`src/rtl/psum_pkg.sv`:
```
package psum_pkg;
  typedef enum logic [1:0] {PS_IDLE, PS_ACC, PS_TREE, PS_DONE} ps_state_e;
endpackage

```
`src/rtl/psum_ctrl.sv`:
```
module psum_ctrl
  import psum_pkg::*;
#(
  parameter int LANES = 8,
  parameter int CNT_W = 12,
  localparam int IDX_W = $clog2(LANES),
  localparam int STEPS = $clog2(LANES),
  localparam int STEP_W = $clog2(STEPS) + 1
) (
  input  logic             clk,
  input  logic             rst_n,
  input  logic             start,
  input  logic [CNT_W-1:0] len,
  input  logic             in_valid,
  output logic             in_ready,
  output logic             take,
  output logic             clear,
  output logic [IDX_W-1:0] slot,
  output logic             tree_en,
  output logic [IDX_W:0]   half,
  output logic             done
);
  ps_state_e        state;
  logic [CNT_W-1:0] remain;
  logic [STEP_W-1:0] step;

  assign in_ready = (state == PS_ACC);
  assign take     = in_ready && in_valid;
  assign clear    = (state == PS_IDLE) && start;
  assign tree_en  = (state == PS_TREE);
  assign done     = (state == PS_DONE);
  assign half     = (IDX_W+1)'(LANES) >> (step + 1'b1);

  always_ff @(posedge clk) begin
    if (!rst_n) begin
      state  <= PS_IDLE;
      remain <= '0;
      slot   <= '0;
      step   <= '0;
    end else begin
      unique case (state)
        PS_IDLE: if (start) begin
          remain <= len;
          slot   <= '0;
          step   <= '0;
          state  <= (len == '0) ? PS_TREE : PS_ACC;
        end
        PS_ACC: if (take) begin
          remain <= remain - 1'b1;
          slot   <= slot + 1'b1;
          if (remain == CNT_W'(1)) state <= PS_TREE;
        end
        PS_TREE: begin
          step <= step + 1'b1;
          if (step == STEP_W'(STEPS - 1)) state <= PS_DONE;
        end
        PS_DONE: state <= PS_IDLE;
        default: state <= PS_IDLE;
      endcase
    end
  end

  AST_READY_HAS_WORK: assert property (@(posedge clk) disable iff (!rst_n)
    in_ready |-> (remain != '0));
  AST_TAKE_COUNTS: assert property (@(posedge clk) disable iff (!rst_n)
    take |=> (remain == $past(remain) - 1'b1));
  AST_STALL_HOLDS: assert property (@(posedge clk) disable iff (!rst_n)
    (in_ready && !in_valid) |=> $stable(remain));
  AST_BUSY_START_IGNORED: assert property (@(posedge clk) disable iff (!rst_n)
    (state == PS_ACC && start && !take) |=> $stable(remain));
endmodule

```
`src/rtl/psum_bank.sv`:
```
module psum_bank #(
  parameter int LANES  = 8,
  parameter int DATA_W = 16,
  localparam int IDX_W = $clog2(LANES)
) (
  input  logic              clk,
  input  logic              rst_n,
  input  logic              clear,
  input  logic              take,
  input  logic [IDX_W-1:0]  slot,
  input  logic [DATA_W-1:0] in_data,
  input  logic              tree_en,
  input  logic [IDX_W:0]    half,
  output logic [DATA_W-1:0] sum0
);
  logic [DATA_W-1:0] ps [LANES];

  for (genvar g = 0; g < LANES; g++) begin : g_lane
    logic [IDX_W:0]    pidx;
    logic [DATA_W-1:0] partner;
    logic              fold;
    assign pidx    = (IDX_W+1)'(g) + half;
    assign partner = ps[pidx[IDX_W-1:0]];
    assign fold    = tree_en && ((IDX_W+1)'(g) < half);

    always_ff @(posedge clk) begin
      if (!rst_n || clear)
        ps[g] <= '0;
      else if (take && slot == IDX_W'(g))
        ps[g] <= ps[g] + in_data;
      else if (fold)
        ps[g] <= ps[g] + partner;
    end
  end

  assign sum0 = ps[0];

  AST_CLEAR_ZERO: assert property (@(posedge clk) disable iff (!rst_n)
    clear |=> (sum0 == '0));
  AST_SLOT0_ADD: assert property (@(posedge clk) disable iff (!rst_n)
    (take && slot == '0 && !clear) |=> (sum0 == $past(sum0) + $past(in_data)));
  AST_IDLE_HOLD: assert property (@(posedge clk) disable iff (!rst_n)
    (!take && !tree_en && !clear) |=> $stable(sum0));
endmodule

```
`src/rtl/vec_psum_reduce.sv`:
```
module vec_psum_reduce #(
  parameter int LANES  = 8,
  parameter int DATA_W = 16,
  parameter int CNT_W  = 12,
  localparam int IDX_W = $clog2(LANES)
) (
  input  logic              clk,
  input  logic              rst_n,
  input  logic              start,
  input  logic [CNT_W-1:0]  len,
  input  logic              in_valid,
  output logic              in_ready,
  input  logic [DATA_W-1:0] in_data,
  output logic              done,
  output logic [DATA_W-1:0] res_data
);
  logic             take, clear, tree_en;
  logic [IDX_W-1:0] slot;
  logic [IDX_W:0]   half;

  psum_ctrl #(.LANES(LANES), .CNT_W(CNT_W)) u_ctrl (
    .clk(clk), .rst_n(rst_n), .start(start), .len(len),
    .in_valid(in_valid), .in_ready(in_ready), .take(take), .clear(clear),
    .slot(slot), .tree_en(tree_en), .half(half), .done(done)
  );

  psum_bank #(.LANES(LANES), .DATA_W(DATA_W)) u_bank (
    .clk(clk), .rst_n(rst_n), .clear(clear), .take(take), .slot(slot),
    .in_data(in_data), .tree_en(tree_en), .half(half), .sum0(res_data)
  );

  AST_DONE_ONE_CYCLE: assert property (@(posedge clk) disable iff (!rst_n)
    done |=> !done);
  AST_DONE_NOT_READY: assert property (@(posedge clk) disable iff (!rst_n)
    done |-> !in_ready);
  AST_RESULT_KEPT: assert property (@(posedge clk) disable iff (!rst_n)
    (done && !start) |=> $stable(res_data));
endmodule

```
`config.mk`:
```
export PLATFORM = sky130hd
export DESIGN_NAME = vec_psum_reduce
export DESIGN_NICKNAME = d
export VERILOG_FILES = /design/src/rtl/psum_pkg.sv /design/src/rtl/psum_ctrl.sv /design/src/rtl/psum_bank.sv /design/src/rtl/vec_psum_reduce.sv
export SDC_FILE = /design/constraint.sdc
export NUM_CORES = 1
export LEC_CHECK = 0
export BUFFER_PORTS_ARGS = -buffer_cell sky130_fd_sc_hd__buf_2
export CORE_ASPECT_RATIO = 0.75
export CORE_UTILIZATION = 30
export CTS_CLUSTER_SIZE = 25
export DETAILED_ROUTE_END_ITERATION = 8
export GPL_ROUTABILITY_DRIVEN = 0
export GPL_TIMING_DRIVEN = 0
export PLACE_DENSITY = 0.47
export SETUP_SLACK_MARGIN = 0.02
export SYNTH_ARGS = -nofsm -noshare
export SYNTH_HDL_FRONTEND = slang
export SYNTH_SLANG_ARGS = --single-unit
```
`constraint.sdc`:
```
create_clock -name clk -period 7.5 [get_ports clk]
set_clock_uncertainty 0.05 [all_clocks]
set_input_delay 1.5 -clock clk [delete_from_list [all_inputs] [get_ports clk]]
set_output_delay 1.5 -clock clk [all_outputs]
set_load 0.01 [all_outputs]
```
==> results.yml <==
run_status:
  status: "complete, no violations"
layout:
  finalNetCount: 2640
  area_delta_synth_final_pct: 9.804
  regArea_sq_mm: 0.004244
  final_core_util: 0.3339
  nFillCells: 6984
  multi_input_area_sq_mm: 0.01554
  drive_gt1_frac: 0.09195
  fin_area_sq_mm: 0.02234
critical_path:
  crit_path_end_kind: "flip-flop"
  worstSetupPathType: "reg2reg"
  cp.required_ps: 7660
  critPathLaunchType: "flip-flop"
  cp_max_fo: 11
  arrival_ps: 7220
synth:
  synth_edf_count: 128
  avgSynthCellArea_sq_um: 8.930
  yosysTopAreaCell: "edfxtp_1"
  ys_top_cells_by_area: "edfxtp_1 (19%), ha_1 (15%), mux2i_1 (13%)"
  post-synth-top-count-cell: "mux2i_1"
  synth_commonest_cells: "mux2i_1 (271), ha_1 (246), a21oi_1 (185)"
  synth.cell_area_sq_mm: 0.02034
  synthFlopType: "edfxtp_1"
  ys.warnings.count: 0
  synth_seq_area_share: 0.2086
  synth_cell_type_count: 74
  synth_seq_cells: 148
  async_flop_share: 0
  synthCells: 2278
  yosys.area.top_type_share: 0.1889
  synthesis.nets: 2571
clock_network:
  clkSinkCount: 148
  cts_root_buffer: "clkbuf_16"
  htree_levels: 4
  cts.path.max_buffers: 2
  clk_latency_ps: 500
  holdBufCountCts: 0
  clk_pin_slew_worst_paths_ps: 70
  cts_made_buffers: 17
  postCtsSetupBuffers: 0
  cts_tree: "done"
  cts.repair.resized: 0
job:
  drv_cap: 0
placed_design:
  place_area_sq_mm: 0.02173
  dp_hpwl_um: 68310
  io_buffers: 48
  post-place-ws_ps: 520.9
drt:
  drt-met1-wl_um: 42270
  wl_met3_um: 7912
  postRouteAntennaNets: 0
  drc: 0
  avgViaCountPerCell: 5.898
  highest_layer: "met5"
  wl_met2_um: 32380
  wl_per_cell_um: 26.16
  drt-total-wl_um: 84830
  drt-pass1-iter-count: 5
  drtIter0Drc: 2465
  vias: 19127
floorplan:
  die_w_um: 302.7
  die_h_um: 227.5
  initial_core_util: 0.3041
  core-area_sq_mm: 0.06689
  rows: 82
  die_area_sq_mm: 0.06887
  pin_count: 50
sta:
  slew_headroom: 0.3085
  worst_slack_ps: 440.9
  hold_viol_final: 0
  worst_slew_pin_slew_ps: 1037
  rsz0062_at_grt: "no"
  setup_tns_ps: 0
  period_share: 0.9412
  maxClockFrequency_ghz: 0.1417
  finalCriticalPeriod_ps: 7059
  finalSetupViolations: 0
  drv_slew: 0
grt:
  grt.overflow.total: 0
  grt_pass1_wl_um: 120700
  first_global_vias: 17352
  antenna_found_initial: 1
  grt_max_degree: 17
  grt_usage: 0.2437
power_and_ir_drop:
  p_clk_frac: 0.122
  seqPwrFrac: 0.210
  pwr_density_cell_mw_per_mm2: 348.7
  power.internal_mw: 3.741
  combPwrFrac: 0.668
  vdd_drop_max_uv: 199.8
  p_sw_frac: 0.5197
  switchingPower_mw: 4.049
  power_leakage_nw: 9.531
hold_path:
  hold_class: "reg2reg"
area by class of cell:
class                   instances  share of cell area
multi-input cells            1982              0.6959
flip-flops and latches        148              0.1900
well taps                     882             0.04940
clock buffers                  17             0.01904
plain buffers                  81             0.01434
repair buffers                 50             0.01210
inverters                      67             0.01126
clock inverters                15            0.007898
diodes                          1           0.0001120
registers in the layout, indices dropped and copies added, names as in the netlist:
name           flops
u_bank.ps        128
u_ctrl.remain     12
u_ctrl.slot        3
u_ctrl.state       2
u_ctrl.step        3
final timing paths:
kind	start	end	slack (ps)	depth (start not counted)
worst max register to register	u_ctrl.step[1]$_SDFFE_PN0P_	u_bank.ps[4][14]$_SDFFCE_PN0P_	440	22
worst max-delay path	u_ctrl.step[1]$_SDFFE_PN0P_	u_bank.ps[4][14]$_SDFFCE_PN0P_	440	22
worst min-delay path	u_ctrl.remain[3]$_SDFFE_PN0P_	u_ctrl.remain[3]$_SDFFE_PN0P_	440	2
worst min register to register	u_ctrl.remain[3]$_SDFFE_PN0P_	u_ctrl.remain[3]$_SDFFE_PN0P_	440	2
layer usage:
layer,up-vias,global-route usage
met5,-,0
met2,795,0.3314
met3,112,0.04886
met4,2,0.07132
li1,8831,-
met1,9387,0.3764
logic make-up after synthesis:
logic type / after synthesis / share of synthesized area
DFF: 148 / 0.2086
muxes: 380 / 0.1959
buffers and inverters: 148 / 0.02798
xor gates and xnor gates: 214 / 0.09250
and+or+nand+nor: 485 / 0.1093
AOI/OAI and AO/OA: 642 / 0.1996
adders and majority gates: 261 / 0.1661
critical path, cell delays in order (launching register included):
cell and delay [ps]:
dfxtp_1 370, inv_1 100, ha_1 140, clkbuf_1 310
clkbuf_1 480, nand2_1 360, buf_1 480, ha_1 410
nor2b_1 120, o21ai_1 80, a311oi_1 690, clkbuf_1 440
a21oi_1 130, ha_1 240, fa_1 440, a21o_1 210
a21oi_1 270, o21bai_1 150, a2111o_1 490, and3_1 190
nor4b_1 380, o21a_1 180, nor3_1 40
per-stage QoR:
stage	power [mW]	instances	hold slack, ps
after global placement	6.568	3208	419.3
after detailed placement	6.653	3210	429.1
after floorplan	5.067	2278	399.7
after CTS	7.642	3242	442.7
final	7.790	3243	442.7
after global routing	8.242	3242	465.8
cells in the final DEF (no fill, tap or decap), types with 6 or more instances in the layout:
cell type / count
nand4_1: 12
fa_1: 15
nor2b_1: 15
o21a_1: 12
nand2_1: 109
a211oi_1: 31
o21ai_0: 49
nor3_1: 56
nand3_1: 38
xnor2_1: 101
dfxtp_1: 20
a21oi_1: 185
mux2i_1: 271
o211ai_1: 9
o41ai_1: 12
nor2_1: 174
o31ai_1: 7
a41oi_1: 6
inv_1: 62
a31oi_1: 24
edfxtp_1: 128
buf_2: 59
o21ai_1: 58
clkbuf_16: 17
nand2b_1: 14
o21bai_1: 21
mux2_2: 105
clkbuf_1: 54
buf_1: 14
or3_1: 14
and2_1: 12
xor2_1: 112
a22o_1: 12
o22ai_1: 98
and3_1: 25
ha_1: 246
a21o_1: 61
power by group through the flow:
stage | logic [mW] | clock network (mW) | registers (mW)
global route | 5.61 | 0.995 | 1.64
finish | 5.21 | 0.953 | 1.63
global placement | 4.95 | 0 | 1.62
detailed placement | 5.03 | 0 | 1.62
CTS | 5.07 | 0.967 | 1.61
floorplan | 3.68 | 0 | 1.39
Power figures use the tool's default switching activity.
